<file path="config.mk">
export PLATFORM = sky130hd
export DESIGN_NAME = dma_desc_walker
export DESIGN_NICKNAME = d
export VERILOG_FILES = /design/src/rtl/dma_desc_walker_pkg.sv /design/src/rtl/dma_desc_region.sv /design/src/rtl/dma_desc_seq.sv /design/src/rtl/dma_desc_walker.sv
export SDC_FILE = /design/constraint.sdc
export NUM_CORES = 1
export LEC_CHECK = 0
export ABC_CLOCK_PERIOD_IN_PS = 5240
export BUFFER_PORTS_ARGS = -buffer_cell sky130_fd_sc_hd__buf_2
export CAP_MARGIN = 20
export CELL_PAD_IN_SITES_DETAIL_PLACEMENT = 0
export CELL_PAD_IN_SITES_GLOBAL_PLACEMENT = 1
export CORE_UTILIZATION = 30
export DETAILED_ROUTE_END_ITERATION = 8
export GPL_TIMING_DRIVEN = 0
export PLACE_DENSITY_LB_ADDON = 0.1
export SLEW_MARGIN = 10
export SYNTH_ARGS = -nofsm -noshare
export SYNTH_HDL_FRONTEND = slang
export SYNTH_HIERARCHICAL = 1
export SYNTH_SLANG_ARGS = --single-unit
</file>
<file path="constraint.sdc">
create_clock -name clk -period 5.24 [get_ports clk]
set_clock_uncertainty 0.1 [all_clocks]
set_input_delay 0.262 -clock clk [delete_from_list [all_inputs] [get_ports clk]]
set_output_delay 0.262 -clock clk [all_outputs]
set_load 0.03 [all_outputs]
</file>
<file path="src/rtl/dma_desc_walker_pkg.sv">
package dma_desc_walker_pkg;
   typedef enum logic [2:0] {
      S_IDLE  = 3'd0,
      S_REQ0  = 3'd1,
      S_WAIT0 = 3'd2,
      S_REQ1  = 3'd3,
      S_WAIT1 = 3'd4,
      S_RUN   = 3'd5
   } walk_state_e;
endpackage

</file>
<file path="src/rtl/dma_desc_region.sv">
module dma_desc_region #(
   parameter int AW    = 32,
   parameter int LEN_W = 16
) (
   input  logic            clk,
   input  logic            rst_n,
   input  logic            clr,
   input  logic            ld,
   input  logic [AW-1:0]   ld_addr,
   input  logic [LEN_W:0]  ld_len,
   input  logic            take,
   input  logic [LEN_W:0]  take_bytes,
   output logic [AW-1:0]   addr,
   output logic [LEN_W:0]  remain,
   output logic            active,
   output logic            last
);
   logic [AW-1:0]  addr_q;
   logic [LEN_W:0] rem_q;
   logic           act_q;
   logic           covers;
   logic [LEN_W:0] step;

   assign covers = (take_bytes >= rem_q);
   assign step   = covers ? rem_q : take_bytes;
   assign last   = act_q & take & covers;

   always_ff @(posedge clk) begin
      if (!rst_n) begin
         addr_q <= '0;
         rem_q  <= '0;
         act_q  <= 1'b0;
      end else if (clr) begin
         act_q  <= 1'b0;
      end else if (ld) begin
         addr_q <= ld_addr;
         rem_q  <= ld_len;
         act_q  <= 1'b1;
      end else if (act_q && take) begin
         addr_q <= addr_q + AW'(step);
         rem_q  <= rem_q - step;
         if (covers) act_q <= 1'b0;
      end
   end

   assign addr   = addr_q;
   assign remain = rem_q;
   assign active = act_q;
endmodule

</file>
<file path="src/rtl/dma_desc_seq.sv">
module dma_desc_seq
   import dma_desc_walker_pkg::*;
#(
   parameter int AW          = 32,
   parameter int LEN_W       = 16,
   parameter int EOT_BIT     = 31,
   parameter int IRQ_BIT     = 30,
   parameter bit ZERO_IS_MAX = 1'b1
) (
   input  logic            clk,
   input  logic            rst_n,
   input  logic            en,
   input  logic [AW-1:0]   tbl_base,
   output logic            mem_req,
   output logic [AW-1:0]   mem_addr,
   input  logic            mem_rvalid,
   input  logic [AW-1:0]   mem_rdata,
   output logic            ld,
   output logic [AW-1:0]   ld_addr,
   output logic [LEN_W:0]  ld_len,
   input  logic            region_last,
   output logic            region_done,
   output logic            region_irq,
   output logic            table_end
);
   localparam int WORD_B = 4;

   walk_state_e    state_q;
   logic [AW-1:0]  ptr_q;
   logic [AW-1:0]  word0_q;
   logic           en_q;
   logic           eot_q;
   logic           irqf_q;
   logic           done_q;
   logic           irqp_q;
   logic           end_q;
   logic [LEN_W-1:0] cnt;

   assign cnt = mem_rdata[LEN_W-1:0];

   generate
      if (ZERO_IS_MAX) begin : g_zero_max
         assign ld_len = (cnt == '0) ? {1'b1, {LEN_W{1'b0}}} : {1'b0, cnt};
      end else begin : g_zero_plain
         assign ld_len = {1'b0, cnt};
      end
   endgenerate

   assign ld       = en && (state_q == S_WAIT1) && mem_rvalid;
   assign ld_addr  = word0_q;
   assign mem_req  = (state_q == S_REQ0) || (state_q == S_REQ1);
   assign mem_addr = ptr_q;

   always_ff @(posedge clk) begin
      if (!rst_n) begin
         state_q <= S_IDLE;
         ptr_q   <= '0;
         word0_q <= '0;
         en_q    <= 1'b0;
         eot_q   <= 1'b0;
         irqf_q  <= 1'b0;
         done_q  <= 1'b0;
         irqp_q  <= 1'b0;
         end_q   <= 1'b0;
      end else begin
         en_q   <= en;
         done_q <= 1'b0;
         irqp_q <= 1'b0;
         if (!en) begin
            state_q <= S_IDLE;
         end else begin
            case (state_q)
               S_IDLE: if (!en_q) begin
                  state_q <= S_REQ0;
                  ptr_q   <= {tbl_base[AW-1:2], 2'b00};
                  end_q   <= 1'b0;
               end
               S_REQ0:  state_q <= S_WAIT0;
               S_WAIT0: if (mem_rvalid) begin
                  word0_q <= mem_rdata;
                  ptr_q   <= ptr_q + AW'(WORD_B);
                  state_q <= S_REQ1;
               end
               S_REQ1:  state_q <= S_WAIT1;
               S_WAIT1: if (mem_rvalid) begin
                  eot_q   <= mem_rdata[EOT_BIT];
                  irqf_q  <= mem_rdata[IRQ_BIT];
                  ptr_q   <= ptr_q + AW'(WORD_B);
                  state_q <= S_RUN;
               end
               S_RUN: if (region_last) begin
                  done_q <= 1'b1;
                  irqp_q <= irqf_q;
                  if (eot_q) begin
                     state_q <= S_IDLE;
                     end_q   <= 1'b1;
                  end else begin
                     state_q <= S_REQ0;
                  end
               end
               default: state_q <= S_IDLE;
            endcase
         end
      end
   end

   assign region_done = done_q;
   assign region_irq  = irqp_q;
   assign table_end   = end_q;
endmodule

</file>
<file path="src/rtl/dma_desc_walker.sv">
module dma_desc_walker #(
   parameter int AW          = 32,
   parameter int LEN_W       = 16,
   parameter int EOT_BIT     = 31,
   parameter int IRQ_BIT     = 30,
   parameter bit ZERO_IS_MAX = 1'b1
) (
   input  logic             clk,
   input  logic             rst_n,
   input  logic             en,
   input  logic [AW-1:0]    tbl_base,
   output logic             mem_req,
   output logic [AW-1:0]    mem_addr,
   input  logic             mem_rvalid,
   input  logic [AW-1:0]    mem_rdata,
   input  logic             mv_take,
   input  logic [LEN_W:0]   mv_bytes,
   output logic [AW-1:0]    cur_addr,
   output logic [LEN_W:0]   cur_remain,
   output logic             region_valid,
   output logic             region_done,
   output logic             region_irq,
   output logic             table_end
);
   generate
      if (AW < 8)                         begin : g_bad_aw   $error("AW too small");            end
      if (LEN_W < 1 || LEN_W >= AW)       begin : g_bad_len  $error("LEN_W out of range");      end
      if (EOT_BIT >= AW || IRQ_BIT >= AW) begin : g_bad_flag $error("flag bit beyond word");    end
      if (EOT_BIT == IRQ_BIT)             begin : g_same     $error("flag bits must differ");   end
      if (EOT_BIT < LEN_W || IRQ_BIT < LEN_W) begin : g_ovl  $error("flag overlaps byte count"); end
   endgenerate

   logic           ld;
   logic [AW-1:0]  ld_addr;
   logic [LEN_W:0] ld_len;
   logic           last;

   dma_desc_seq #(
      .AW(AW), .LEN_W(LEN_W), .EOT_BIT(EOT_BIT),
      .IRQ_BIT(IRQ_BIT), .ZERO_IS_MAX(ZERO_IS_MAX)
   ) u_seq (
      .clk(clk), .rst_n(rst_n), .en(en), .tbl_base(tbl_base),
      .mem_req(mem_req), .mem_addr(mem_addr),
      .mem_rvalid(mem_rvalid), .mem_rdata(mem_rdata),
      .ld(ld), .ld_addr(ld_addr), .ld_len(ld_len),
      .region_last(last), .region_done(region_done),
      .region_irq(region_irq), .table_end(table_end)
   );

   dma_desc_region #(.AW(AW), .LEN_W(LEN_W)) u_region (
      .clk(clk), .rst_n(rst_n), .clr(~en), .ld(ld),
      .ld_addr(ld_addr), .ld_len(ld_len),
      .take(mv_take), .take_bytes(mv_bytes),
      .addr(cur_addr), .remain(cur_remain),
      .active(region_valid), .last(last)
   );
endmodule

</file>
Word level (Yosys, flattened, before mapping)
Cells that the tools add are included.
W data, S select, Z words.

storage, ports and cells
  word-level logic and storage cells = 73
  output and inout port bits = 86
  bits of input ports = 86
  register bits = 123

cells by class
  add/sub/neg operators = 3
  $lt $le $gt $ge = 1
  reduce and logical (&&, ||, !) cells = 21
  bitwise operators = 2
  muxes and demuxes = 23
  equality and inequality tests = 11

operator list
  kind                     count
  $mux W32                 4
  $mux W17                 4
  $pmux W32 S2             1
  $add A32 B17 Y32         1
  $add A32 B3 Y32 const B  1
  $pmux W3 S6              1
  $ge A17 B17 Y1           1
  $sub A17 B17 Y17         1
  $logic_not A16 Y1        1
  $mux W3                  4
  $reduce_and A4 Y1        3
  $reduce_and A3 Y1        3
  $mux W1                  8
  $ne A2 B2 Y1 const B     4
  $reduce_bool A2 Y1       4
  $eq A3 B2 Y1 const B     2
  $eq A3 B3 Y1 const B     2
  $reduce_and A2 Y1        3
  $reduce_and A5 Y1        1
  $ne A2 B1 Y1 const B     2
  $eq A3 B1 Y1 const B     1
  $logic_and A1 B1 Y1      3
  $logic_not A3 Y1         1
  $and A1 B1 Y1            2
  other kinds (3)          3

Logic depth before layout (Yosys ltp)
Gate-level depths: netlist of the first run.

  depth after elaboration = 5
  mapped depth = 23
  mapped depth without buffers = 22

Hierarchy
Netlist of the first run, hierarchy kept.

by module, submodules not included
  module           instances  cells an instance  area an instance (µm²)  sequential area each (µm²)
  dma_desc_region  1          609                4704.5                  1001.0
  dma_desc_seq     1          484                3657.3                  1421.4
  dma_desc_walker  1          1                  3.8                     0.0

Least setup slack after synthesis of the first run
Ideal clock, no wire load.

  kind = register to register
  start point = reg u_region.rem_q[7] (netlist: u_region/remain[7])
  end point = reg u_region.rem_q[14] (netlist: u_region/remain[14])
  library setup time = 86 ps
  required time = 5054 ps
  data arrival time = 4324 ps
  stages on the path, launching flop included = 23
  slack = 729 ps
  buffers on the path = 1
  clock period less this slack = 4511 ps
  cells stage by stage = dfxtp_1 inv_1 ha_1 a21oi_1 nand2_1 a2111oi_0 o21ai_0 o211ai_1 nand3_1 buf_2 o21ai_0 ha_1 inv_1 fa_1 a211oi_2 o21a_2 o311ai_4 a21o_1 a21o_4 a31oi_1 xnor2_1 nand2_1 a221oi_2

between the ends
  cells in the longest elaborated chain, start to end = 5

RTL lines
  item                    line                   RTL
  start, declared         dma_desc_region.sv:19  logic [LEN_W:0] rem_q;
  start signal, assigned  dma_desc_region.sv:37  rem_q <= ld_len;
  start signal, assigned  dma_desc_region.sv:41  rem_q <= rem_q - step;
  $ge A17 B17 Y1          dma_desc_region.sv:24  assign covers = (take_bytes >= rem_q);
  $mux W17                dma_desc_region.sv:25  assign step = covers ? rem_q : take_bytes;
  $sub A17 B17 Y17 *      dma_desc_region.sv:41
  $mux W17 *              dma_desc_region.sv:39  end else if (act_q && take) begin
  $mux W17 *              dma_desc_region.sv:35  end else if (ld) begin

Mark *: on every way between the ends. The rest lies on a longest branch, timed or not. The select of a mux whose other input is x is not followed.
A chain may end at the register's enable or synchronous reset.

Final worst setup path of the first run
  start point = reg u_region.rem_q[0] (netlist: u_region/remain[0])
  end point = reg u_region.addr_q[26] (netlist: u_region/addr[26])

between the ends
  cells in the longest elaborated chain, start to end = 5

RTL lines
  item                  line                   RTL
  $ge A17 B17 Y1        dma_desc_region.sv:24
  $mux W17 *            dma_desc_region.sv:25
  $add A32 B17 Y32 *    dma_desc_region.sv:40  addr_q <= addr_q + AW'(step);
  $mux W32 *            dma_desc_region.sv:39
  $mux W32 *            dma_desc_region.sv:35
  end signal, assigned  dma_desc_region.sv:36  addr_q <= ld_addr;
  end signal, assigned  dma_desc_region.sv:40
  end, declared         dma_desc_region.sv:18  logic [AW-1:0] addr_q;

Marks and branches as above.

==> load_flow_metrics.sql, run 1 <==
INSERT INTO impl_metrics (metric_group, metric, value, unit) VALUES
('outcome', 'run_status', 'finished, final reports clean', ''),
('worst_setup_path', 'critical_path.max_fanout', '10', ''),
('clocking', 'postCtsSetupRepairBufs', '0', ''),
('timing', 'max_clock_freq', '203.5', 'MHz'),
('logic_synthesis', 'synthArstFlopShare', '0', '%'),
('clocking', 'cts_num_sinks', '121', ''),
('logic_synthesis', 'syn-instance-count', '1094', ''),
('worst_setup_path', 'worstSetupPathType', 'reg2reg', ''),
('clocking', 'cts-buffers-inserted', '17', ''),
('grt', 'grt_max_degree', '17', ''),
('timing', 'final_hold_viol_count', '0', ''),
('clocking', 'tritoncts', 'done', ''),
('routing', 'wl_per_cell', '19.99', 'um'),
('cells_and_area', 'flow.area_growth_from_synthesis', '24.47', '%'),
('placed_design', 'globalplace.congestion', '0.8222', ''),
('timing', 'setup_viol', '0', ''),
('clocking', 'clock-root-buffer', 'clkbuf_16', ''),
('logic_synthesis', 'ys_seq_elements', '121', ''),
('logic_synthesis', 'largest_family_of_logic_cells_by_synthesized_area', 'compound AO/OA/AOI/OAI gates', ''),
('worst_setup_path', 'worstPathRequired', '5.46', 'ns'),
('worst_setup_path', 'worstPathCellList', 'ha_1 -> nand2b_1 -> a2111o_1 -> a31oi_2 -> o21ai_1 -> o211ai_1 -> nand3_1 -> buf_4 -> o21ai_1 -> ha_1 -> inv_1 -> fa_1 -> and2b_1 -> o31ai_2 -> a21oi_2 -> a311oi_2 -> a21o_4 -> or2_4 -> a21oi_1 -> o21ai_1 -> and2_1', ''),
('logic_synthesis', 'synth_simple_gate_area_share', '21.72', '%'),
('min_path', 'holdCritPathClass', 'in2reg', ''),
('floorplan', 'fp.dieW', '169.0', 'um'),
('routing', 'route.antenna.remaining_nets', '0', ''),
('logic_synthesis', 'yosysUniqueCellTypes', '85', ''),
('power', 'p_per_area', '239.4', 'nW/um^2'),
('clocking', 'clkTransAtPathRegs', '0.06', 'ns'),
('logic_synthesis', 'synth-edff-count', '0', ''),
('cells_and_area', 'area_of_all_placed_cells_without_fillers', '10410', 'sq um'),
('placed_design', 'hpwl', '24.88', 'mm'),
('grt', 'grt_usage', '23.43', '%'),
('routing', 'drt-initial-drc-count', '604', ''),
('routing', 'vias_per_cell', '5.271', ''),
('power', 'net-switching-power', '0.7828', 'mW'),
('placed_design', 'io_buffer_count', '167', ''),
('cells_and_area', 'sequential_cell_area', '2424', 'sq um'),
('grt', 'first_global_vias', '8389', ''),
('logic_synthesis', 'netlist_top_cells_area', 'dfxtp_1 29%, ha_1 7.6%, nand2_1 6.7%', ''),
('routing', 'detail_route.first_pass.iterations', '7', ''),
('logic_synthesis', 'synth_compound_area_share', '27.85', '%'),
('worst_setup_path', 'critPathTopFamily', 'compound AO/OA/AOI/OAI gates', ''),
('logic_synthesis', 'netlist.area_leader.share', '28.96', '%'),
('grt', 'antenna_violations_before_repair', '0', ''),
('clocking', 'clock_path_buffers', '2', ''),
('logic_synthesis', 'synth_most_common_cell', 'nand2_1', ''),
('logic_synthesis', 'synthAdderAreaFrac', '8.106', '%'),
('logic_synthesis', 'synth_largest_area_cell', 'dfxtp_1', ''),
('timing', 'grt_setup_unrepaired', 'no', ''),
('worst_setup_path', 'crit_top_cell', 'o21ai_1', ''),
('logic_synthesis', 'synth.cell_area', '8366', 'sq um'),
('timing', 'timing.max_slew.rel_slack', '35.62', '%'),
('placed_design', 'place.detailed.instances', '1634', ''),
('logic_synthesis', 'syn_avg_cell_area', '7.647', 'sq um'),
('worst_setup_path', 'critical_path.max_stage_delay', '0.46', 'ns'),
('timing', 'timing.final.crit_period', '4.913', 'ns'),
('grt', 'globalRoute.totalOverflow', '0', ''),
('logic_synthesis', 'synth.cells.most_frequent', '149 x nand2_1, 121 x dfxtp_1, 110 x a21oi_1', ''),
('power', 'power.share.sequential', '39.1', '%'),
('power', 'irDropWorstVdd', '0.1325', 'mV'),
('floorplan', 'io_pins', '172', ''),
('routing', 'drcViolationCount', '0', ''),
('logic_synthesis', 'yosysWarningCount', '6', ''),
('logic_synthesis', 'yosys-mux-area-fraction', '3.605', '%'),
('logic_synthesis', 'yosysSeqAreaShare', '28.96', '%'),
('worst_setup_path', 'critical_path.endpoint_type', 'register', ''),
('grt', 'wire_length_of_the_first_global_routing_pass', '50.44', 'mm'),
('worst_setup_path', 'cp.arrival', '5.13', 'ns'),
('power', 'static_leak', '4.232', 'nW'),
('clocking', 'cts-htree-levels', '4', ''),
('floorplan', 'start_util', '30.78', '%');
==> tightest hold or removal path, stage by stage <==
cell,delay [ns]
buf_2,0.13
nand2_1,0.06
a21oi_1,0.05
==> power groups by stage <==
stage | Combinational, mW | Sequential (mW) | Clock, mW
after floorplan | 0.213 | 1.02 | 0
after global placement | 0.385 | 0.996 | 0
after detailed placement | 0.384 | 0.995 | 0
after CTS | 0.396 | 0.974 | 1.15
after global routing | 0.431 | 0.978 | 1.18
final | 0.398 | 0.975 | 1.12
==> cells by family (layout without fill, tap and decap cells) <==
group | count (synthesis) | after routing
buf+inv | 136 | 352
compound gates | 347 | 347
xor+xnor | 28 | 28
simple gates | 380 | 380
flops | 121 | 121
other cells | 1 | 2
mux | 28 | 28
fa+ha+maj | 53 | 53
==> state kept, by name, indices dropped and copies added, names as in the netlist, 3 cells and up <==
name             cells
u_seq/state_q        3
u_seq/ld_addr       32
u_region/remain     17
u_seq/mem_addr      30
u_region/addr       32
==> cell type report <==
class / instances / area share [%]
Clock buffer: 17 / 4.086
Buffer: 81 / 3.425
Timing Repair Buffer: 184 / 9.661
Multi-Input combinational cell: 838 / 51.93
Tap cell: 372 / 4.470
Clock inverter: 15 / 1.166
Inverter: 55 / 1.983
Sequential cell: 121 / 23.28
==> timing repair <==
| item | in CTS | in global routing |
|---|---|---|
| cloned | 0 | 0 |
| hold buffers | 17 | 0 |
| pin swaps | 0 | 1 |
| gates resized for setup | 1 | 9 |
| endpoints found under the hold margin | 19 | 0 |
| setup endpoints to repair | 3 | 14 |
==> metal layers <==
metal / wire length (um) / vias up / GRT usage, % / share of wire (%)
met2: 15420 / 251 / 38.29 / 46
met3: 1603 / 24 / 3.624 / 4.8
met5: 0 / - / 0 / 0
met1: 16190 / 4224 / 32.14 / 48
met4: 425 / 0 / 5.797 / 1.3
li1: - / 4372 / - / -
==> through the flow <==
step	hold slack [ns]	total power, mW	util [%]	worst slack (ns)
2_1_floorplan	0.2980	1.234	-	0.7293
3_3_place_gp	0.3442	1.380	35.58	-0.1176
3_5_place_dp	0.3505	1.379	35.58	-0.1011
4_1_cts	0.006742	2.518	38.24	0.03518
5_1_grt	0.008629	2.590	38.31	0.01427
6_report	0.02311	2.492	38.31	0.3269
==> final timing paths <==
path                            from  slack [ns]           endpoint  cells past startpoint
hold reg to reg     u_seq/ld_addr[6]        0.36   u_seq/ld_addr[6]                      2
hold / removal          mem_rdata[9]        0.02   u_seq/ld_addr[9]                      3
setup reg to reg  u_region/remain[0]        0.33  u_region/addr[26]                     21
setup / recovery  u_region/remain[0]        0.33  u_region/addr[26]                     21
==> placed cells by master (no fill, tap or decap), drive strengths merged, types with 9 or more instances in the layout <==
master	instances
a21oi	114
clkbuf	76
xnor2	20
dfxtp	121
o21a	9
nand4	17
nor4	9
nand2	149
and2	12
a211oi	21
nor2	73
a31oi	17
nand2b	9
dlygate4sd3	17
buf	189
o211ai	17
nand3	36
o21ai	64
and3	12
mux2i	11
mux2	17
ha	51
nor3	25
a21o	24
inv	59
(Power assumes the default switching activity.)
==> run 2, diff against run 1 <==
--- a/config.mk
+++ b/config.mk
@@ -8,8 +8,8 @@
 export ABC_CLOCK_PERIOD_IN_PS = 5240
 export BUFFER_PORTS_ARGS = -buffer_cell sky130_fd_sc_hd__buf_2
 export CAP_MARGIN = 20
-export CELL_PAD_IN_SITES_DETAIL_PLACEMENT = 0
-export CELL_PAD_IN_SITES_GLOBAL_PLACEMENT = 1
+export CELL_PAD_IN_SITES_DETAIL_PLACEMENT = 1
+export CELL_PAD_IN_SITES_GLOBAL_PLACEMENT = 2
 export CORE_UTILIZATION = 30
 export DETAILED_ROUTE_END_ITERATION = 8
 export GPL_TIMING_DRIVEN = 0
==> run 2 against run 1 <==
  * Global-route usage grew 1.6 points
  * Critical endpoint is now u_region/remain[14]
  * Sequential cell count is the same
  * Critical path type unchanged
  * Cell count is the same
==> load_flow_metrics.sql, run 2 (synthesis gave the netlist of run 1 again) <==
INSERT INTO impl_metrics (metric_group, metric, value, unit) VALUES
('timing', 'worst_pin_slew', '1.060', 'ns'),
('cells_and_area', 'flow.area_growth_from_synthesis', '25.07', '%'),
('routing', 'wl_per_cell', '21.00', 'um'),
('worst_setup_path', 'cpMaxStageDelayCell', 'a2111o_1', ''),
('grt', 'wire_length_of_the_first_global_routing_pass', '53.86', 'mm'),
('floorplan', 'fp.dieArea', '28560', 'sq um'),
('routing', 'vias', '9087', ''),
('timing', 'max_clock_freq', '203.4', 'MHz'),
('placed_design', 'globalplace.congestion', '0.8561', ''),
('outcome', 'run_status', 'finished, final reports clean', ''),
('routing', 'met1_length', '16.67', 'mm'),
('timing', 'grt_setup_unrepaired', 'no', ''),
('power', 'irDropWorstVdd', '0.1588', 'mV'),
('power', 'static_leak', '4.258', 'nW'),
('cells_and_area', 'final_net_count', '1437', ''),
('timing', 'timing.final.crit_period', '4.917', 'ns'),
('routing', 'drcViolationCount', '0', ''),
('worst_setup_path', 'worstPathRequired', '5.48', 'ns'),
('routing', 'drt-initial-drc-count', '555', ''),
('floorplan', 'io_pins', '172', ''),
('power', 'p_per_area', '248.5', 'nW/um^2'),
('worst_setup_path', 'critPathLaunchType', 'register', ''),
('clocking', 'clkTransAtPathRegs', '0.07', 'ns'),
('grt', 'grt_usage', '25.02', '%'),
('grt', 'antenna_violations_before_repair', '0', ''),
('cells_and_area', 'antenna_cells_inserted', '0', ''),
('clocking', 'cts_num_sinks', '121', ''),
('routing', 'amount_of_wire_on_met3_after_detailed_routing', '1.643', 'mm'),
('placed_design', 'io_buffer_count', '167', ''),
('placed_design', 'placed_area', '9671', 'sq um'),
('timing', 'timing.max_slew.rel_slack', '29.32', '%'),
('placed_design', 'place.detailed.instances', '1634', ''),
('timing', 'drv_slew', '0', ''),
('timing', 'hold_ws', '0.02403', 'ns'),
('clocking', 'clock_insertion_delay_worst_skew', '0.43', 'ns'),
('placed_design', 'hpwl', '26.38', 'mm'),
('clocking', 'cts-htree-levels', '4', ''),
('worst_setup_path', 'worstPathCellList', 'ha_1 -> nand2b_1 -> a2111o_1 -> a31oi_2 -> o21ai_1 -> o211ai_1 -> nand3_2 -> buf_4 -> o21ai_2 -> ha_1 -> inv_1 -> fa_1 -> a211oi_2 -> o21a_2 -> o311ai_4 -> a21o_1 -> a21o_4 -> a31oi_1 -> xnor2_1 -> nand2_1 -> a221oi_2', ''),
('placed_design', 'dpl_worst_slack', '-0.1926', 'ns'),
('worst_setup_path', 'critical_path.max_stage_delay', '0.46', 'ns'),
('timing', 'final.period_utilization', '93.83', '%'),
('min_path', 'holdCritPathClass', 'in2reg', ''),
('floorplan', 'die_height', '169.0', 'um'),
('cells_and_area', 'fillers', '3450', ''),
('timing', 'final_hold_viol_count', '0', ''),
('routing', 'route.final.wire_length', '35.34', 'mm'),
('floorplan', 'std_cell_rows', '60', ''),
('grt', 'first_global_vias', '9101', ''),
('cells_and_area', 'finalCoreUtilization', '38.50', '%'),
('clocking', 'tritoncts', 'done', ''),
('cells_and_area', 'most_frequent_cells_in_the_layout', '179 x buf_2, 149 x nand2_1, 120 x dfxtp_1', ''),
('cells_and_area', 'layout_commonest_cell', 'buf_2', ''),
('cells_and_area', 'area_of_all_placed_cells_without_fillers', '10460', 'sq um'),
('timing', 'setup_viol', '0', ''),
('worst_setup_path', 'critPathTopFamily', 'compound AO/OA/AOI/OAI gates', ''),
('worst_setup_path', 'cp.arrival', '5.16', 'ns'),
('routing', 'route.antenna.remaining_nets', '0', ''),
('floorplan', 'start_util', '30.78', '%'),
('routing', 'vias_per_cell', '5.399', ''),
('worst_setup_path', 'critical_path.max_fanout', '10', ''),
('clocking', 'clock_path_buffers', '2', ''),
('worst_setup_path', 'critical_path.endpoint_type', 'register', ''),
('worst_setup_path', 'timing.critical_path.buf_inv', '2', ''),
('clocking', 'cts-buffers-inserted', '17', ''),
('grt', 'grt_max_degree', '17', ''),
('routing', 'route.met2.wl', '16.30', 'mm'),
('cells_and_area', 'sequential_cell_area', '2424', 'sq um'),
('floorplan', 'fp.dieW', '169.0', 'um'),
('floorplan', 'core_area', '27180', 'sq um'),
('timing', 'postLayoutSetupSlackWorst', '0.3231', 'ns'),
('clocking', 'clock-root-buffer', 'clkbuf_16', ''),
('worst_setup_path', 'worstSetupPathType', 'reg2reg', ''),
('cells_and_area', 'multi_input_area', '5411', 'sq um'),
('cells_and_area', 'layout-drive-gt1-share', '20.82', '%'),
('cells_and_area', 'final-instance-count-excl-fill', '1683', ''),
('routing', 'top_layer', 'met4', ''),
('routing', 'detail_route.first_pass.iterations', '5', ''),
('run', 'drv_cap', '0', ''),
('worst_setup_path', 'crit_top_cell', 'ha_1', ''),
('grt', 'globalRoute.totalOverflow', '0', '');
## run 2: layer usage
metal | up-vias | GRT usage, %
li1 | 4368 | -
met1 | 4441 | 33.18
met2 | 235 | 41.03
met3 | 43 | 4.793
met4 | 0 | 7.403
met5 | - | 0
## run 2: report_power, final
part / switching (mW) / leakage (nW) / total [mW] / internal [mW]
clock network: 0.510 / 0.279 / 1.22 / 0.711
logic: 0.249 / 3.00 / 0.405 / 0.156
registers: 0.0327 / 0.981 / 0.974 / 0.942
## run 2: tightest hold or removal path: cells and delay by family
kind	cells	cell delay (ns)
buffers and inverters	1	0.11
AO/OA/AOI/OAI	1	0.07
AND/OR/NAND/NOR	1	0.06
## run 2: worst paths after layout
check                                         from                   to  slack (ns)  cells after the start
worst max-delay path            u_region/remain[0]  u_region/remain[14]        0.32                     21
worst min-delay path                  tbl_base[30]   u_seq/mem_addr[30]        0.02                      3
worst max register to register  u_region/remain[0]  u_region/remain[14]        0.32                     21
worst min register to register   u_seq/ld_addr[22]    u_seq/ld_addr[22]        0.36                      2
## run 2: timing repair
item | CTS | global route
hold endpoints to repair | 19 | 0
setup endpoints to repair | 6 | 14
setup buffers | 0 | 0
pin swaps | 0 | 1
resized for setup | 3 | 8
hold buffers | 17 | 0
## run 2: through the flow
stage | power [mW] | TNS [ns]
final | 2.600 | 0
after detailed placement | 1.385 | -0.6074
after global routing | 2.708 | 0
after global placement | 1.383 | -0.4209
after CTS | 2.628 | 0
after floorplan | 1.234 | 0
## run 2: final cells by class
class	count	area share (%)
clock buffers	17	4.066
well taps	372	4.449
flip-flops and latches	121	23.16
multi-input cells	838	51.72
plain buffers	81	3.408
inverters	55	1.973
clock inverters	15	1.602
repair buffers	184	9.615
==> run 3, diff against run 2 <==
--- a/config.mk
+++ b/config.mk
@@ -10,7 +10,7 @@
 export CAP_MARGIN = 20
 export CELL_PAD_IN_SITES_DETAIL_PLACEMENT = 1
 export CELL_PAD_IN_SITES_GLOBAL_PLACEMENT = 2
-export CORE_UTILIZATION = 30
+export CORE_UTILIZATION = 32
 export DETAILED_ROUTE_END_ITERATION = 8
 export GPL_TIMING_DRIVEN = 0
 export PLACE_DENSITY_LB_ADDON = 0.1
==> run 3 against run 2 <==
  * Hold slack about the same
  * Cell count decreased by 2.6%
  * Maximum frequency decreased by 0.40%
  * Critical path type unchanged
  * Largest cell class unchanged
  * Largest power group unchanged
==> load_flow_metrics.sql, run 3 (synthesis gave the netlist of run 1 again) <==
INSERT INTO impl_metrics (metric_group, metric, value, unit) VALUES
('floorplan', 'fp.dieW', '163.7', 'um'),
('cells_and_area', 'area_of_all_placed_cells_without_fillers', '10540', 'sq um'),
('grt', 'globalRoute.totalOverflow', '0', ''),
('power', 'static_leak', '4.323', 'nW'),
('cells_and_area', 'sequential_cell_area', '2422', 'sq um'),
('clocking', 'postCtsSetupRepairBufs', '0', ''),
('grt', 'antenna_violations_before_repair', '0', ''),
('cells_and_area', 'multi_input_area', '5411', 'sq um'),
('clocking', 'tritoncts', 'done', ''),
('routing', 'route.final.wire_length', '34.35', 'mm'),
('routing', 'route.antenna.remaining_nets', '0', ''),
('clocking', 'cts-buffers-inserted', '17', ''),
('placed_design', 'io_buffer_count', '167', ''),
('cells_and_area', 'layout-drive-gt1-share', '20.76', '%'),
('timing', 'worst_pin_slew', '1.067', 'ns'),
('cells_and_area', 'final-instance-count-excl-fill', '1640', ''),
('worst_setup_path', 'critical_path.max_stage_delay', '0.46', 'ns'),
('cells_and_area', 'layout_commonest_cell', 'buf_2', ''),
('grt', 'grt_max_degree', '17', ''),
('power', 'share_clk_of_total_power', '52.0', '%'),
('floorplan', 'start_util', '32.94', '%'),
('floorplan', 'die_height', '163.7', 'um'),
('worst_setup_path', 'critPathLaunchType', 'register', ''),
('grt', 'grt_usage', '25.97', '%'),
('routing', 'vias', '8973', ''),
('timing', 'final_hold_viol_count', '0', ''),
('worst_setup_path', 'cpMaxStageDelayCell', 'a2111o_1', ''),
('clocking', 'cts-htree-levels', '4', ''),
('grt', 'wire_length_of_the_first_global_routing_pass', '52.03', 'mm'),
('timing', 'timing.max_slew.rel_slack', '28.87', '%'),
('grt', 'busiest_layer', 'met2', ''),
('grt', 'grt.met1_usage', '34.92', '%'),
('timing', 'postLayoutSetupSlackWorst', '0.3034', 'ns'),
('floorplan', 'fp.dieArea', '26790', 'sq um'),
('clocking', 'clock_path_buffers', '2', ''),
('placed_design', 'hpwl', '25.70', 'mm'),
('worst_setup_path', 'cp.arrival', '5.12', 'ns'),
('timing', 'grt_setup_unrepaired', 'no', ''),
('worst_setup_path', 'worstSetupPathType', 'reg2reg', ''),
('timing', 'max_clock_freq', '202.6', 'MHz'),
('floorplan', 'std_cell_rows', '58', ''),
('routing', 'vias_per_cell', '5.471', ''),
('worst_setup_path', 'critical_path.max_fanout', '10', ''),
('grt', 'grt.met3_usage', '3.377', '%'),
('worst_setup_path', 'worstPathRequired', '5.42', 'ns'),
('grt', 'first_global_vias', '8918', ''),
('routing', 'drt-initial-drc-count', '430', ''),
('clocking', 'cts_num_sinks', '121', ''),
('grt', 'globalRouteMet2Util', '43.30', '%'),
('routing', 'wl_per_cell', '20.94', 'um'),
('timing', 'final.period_utilization', '94.21', '%'),
('placed_design', 'globalplace.congestion', '0.8546', ''),
('worst_setup_path', 'worstPathCellList', 'ha_1 -> nand2b_1 -> a2111o_1 -> a31oi_2 -> o21ai_0 -> o211ai_1 -> nand3_1 -> buf_4 -> mux2_2 -> inv_1 -> fa_1 -> and2b_1 -> o31ai_2 -> a21oi_2 -> a311oi_2 -> o21bai_1 -> a21oi_2 -> nor4b_1 -> a31oi_1 -> a31oi_1', ''),
('clocking', 'clock_insertion_delay_worst_skew', '0.43', 'ns'),
('power', 'combPwrFrac', '14.0', '%'),
('clocking', 'clkTransAtPathRegs', '0.07', 'ns'),
('power', 'power.share.sequential', '34.0', '%'),
('floorplan', 'io_pins', '172', ''),
('cells_and_area', 'most_frequent_cells_in_the_layout', '179 x buf_2, 149 x nand2_1, 121 x dfxtp_1', ''),
('floorplan', 'core_area', '25400', 'sq um'),
('min_path', 'holdCritPathClass', 'in2reg', ''),
('power', 'irDropWorstVdd', '0.1892', 'mV'),
('worst_setup_path', 'critical_path.endpoint_type', 'register', ''),
('timing', 'hold_ws', '0.02441', 'ns'),
('cells_and_area', 'final_net_count', '1436', ''),
('timing', 'drv_slew', '0', ''),
('power', 'net-switching-power', '0.7663', 'mW'),
('power', 'switching_share', '26.71', '%'),
('outcome', 'run_status', 'finished, final reports clean', ''),
('routing', 'detail_route.first_pass.iterations', '4', ''),
('power', 'internal_power_of_the_cells', '2.103', 'mW'),
('timing', 'setup_viol', '0', ''),
('placed_design', 'placed_area', '9618', 'sq um'),
('placed_design', 'dpl_worst_slack', '-0.09679', 'ns'),
('cells_and_area', 'fillers', '3229', ''),
('cells_and_area', 'flow.area_growth_from_synthesis', '25.95', '%'),
('power', 'p_per_area', '272.3', 'nW/um^2'),
('placed_design', 'place.detailed.instances', '1592', ''),
('routing', 'drcViolationCount', '0', ''),
('clocking', 'clock-root-buffer', 'clkbuf_16', ''),
('timing', 'timing.final.crit_period', '4.937', 'ns'),
('run', 'drv_cap', '0', ''),
('cells_and_area', 'antenna_cells_inserted', '0', '');
## run 3: cell count changes in the layout (fill, tap and decap cells not counted), moves of 2 or more
cell	before	now
clkinvlp_4	4	1
inv_6	5	1
clkinv_4	2	4
bufinv_16	2	8
## run 3: worst paths after layout
kind | startpoint | to | slack (ns) | cells after the start
setup reg to reg | u_region/remain[0] | u_region/addr[16] | 0.30 | 20
hold reg to reg | u_seq/ld_addr[7] | u_seq/ld_addr[7] | 0.36 | 2
setup / recovery | u_region/remain[0] | u_region/addr[16] | 0.30 | 20
hold / removal | mem_rdata[14] | u_seq/ld_addr[14] | 0.02 | 3
## run 3: power groups by stage
stage | Sequential, mW | Clock, mW | Combinational, mW
finish | 0.975 | 1.49 | 0.403
global route | 0.978 | 1.55 | 0.436
CTS | 0.975 | 1.51 | 0.400
detailed placement | 0.995 | 0 | 0.388
global placement | 0.995 | 0 | 0.384
floorplan | 1.02 | 0 | 0.213
## run 3: worst max-delay path: cells and delay by family, from the launching register on
kind / cells / cell delay, ns
AND/OR/NAND/NOR: 4 / 0.61
flip-flops: 1 / 0.38
buffers and inverters: 2 / 0.40
AO/OA/AOI/OAI: 11 / 2.54
multiplexers: 1 / 0.31
adder cells (fa/ha/maj): 2 / 0.45
## run 3: timing repair
item	CTS	global route
setup endpoints to repair	3	9
cloned	0	0
gates resized for setup	2	7
hold endpoints to repair	18	0
hold buffers	16	0
## run 3: layer usage
layer | up-vias | part of all wire, %
met1 | 4372 | 48
met5 | - | 0
met2 | 207 | 47
met4 | 0 | 1.4
li1 | 4367 | -
met3 | 27 | 4.2
## run 3: per-stage QoR
step	util [%]	TNS [ns]	power [mW]
finish	41.48	0	2.869
global route	41.48	0	2.965
CTS	41.41	0	2.888
detailed placement	37.87	-0.2353	1.383
global placement	37.87	-0.1959	1.379
floorplan	-	0	1.234
## run 3: final cells by class
type                       instances  share of cell area (%)
multi-input combinational        838                   51.36
sequential                       121                   22.99
timing repair buffer             183                   9.453
clock buffer                      18                   4.168
tap                              330                   3.919
buffer                            81                   3.384
clock inverter                    14                   2.767
inverter                          55                   1.959
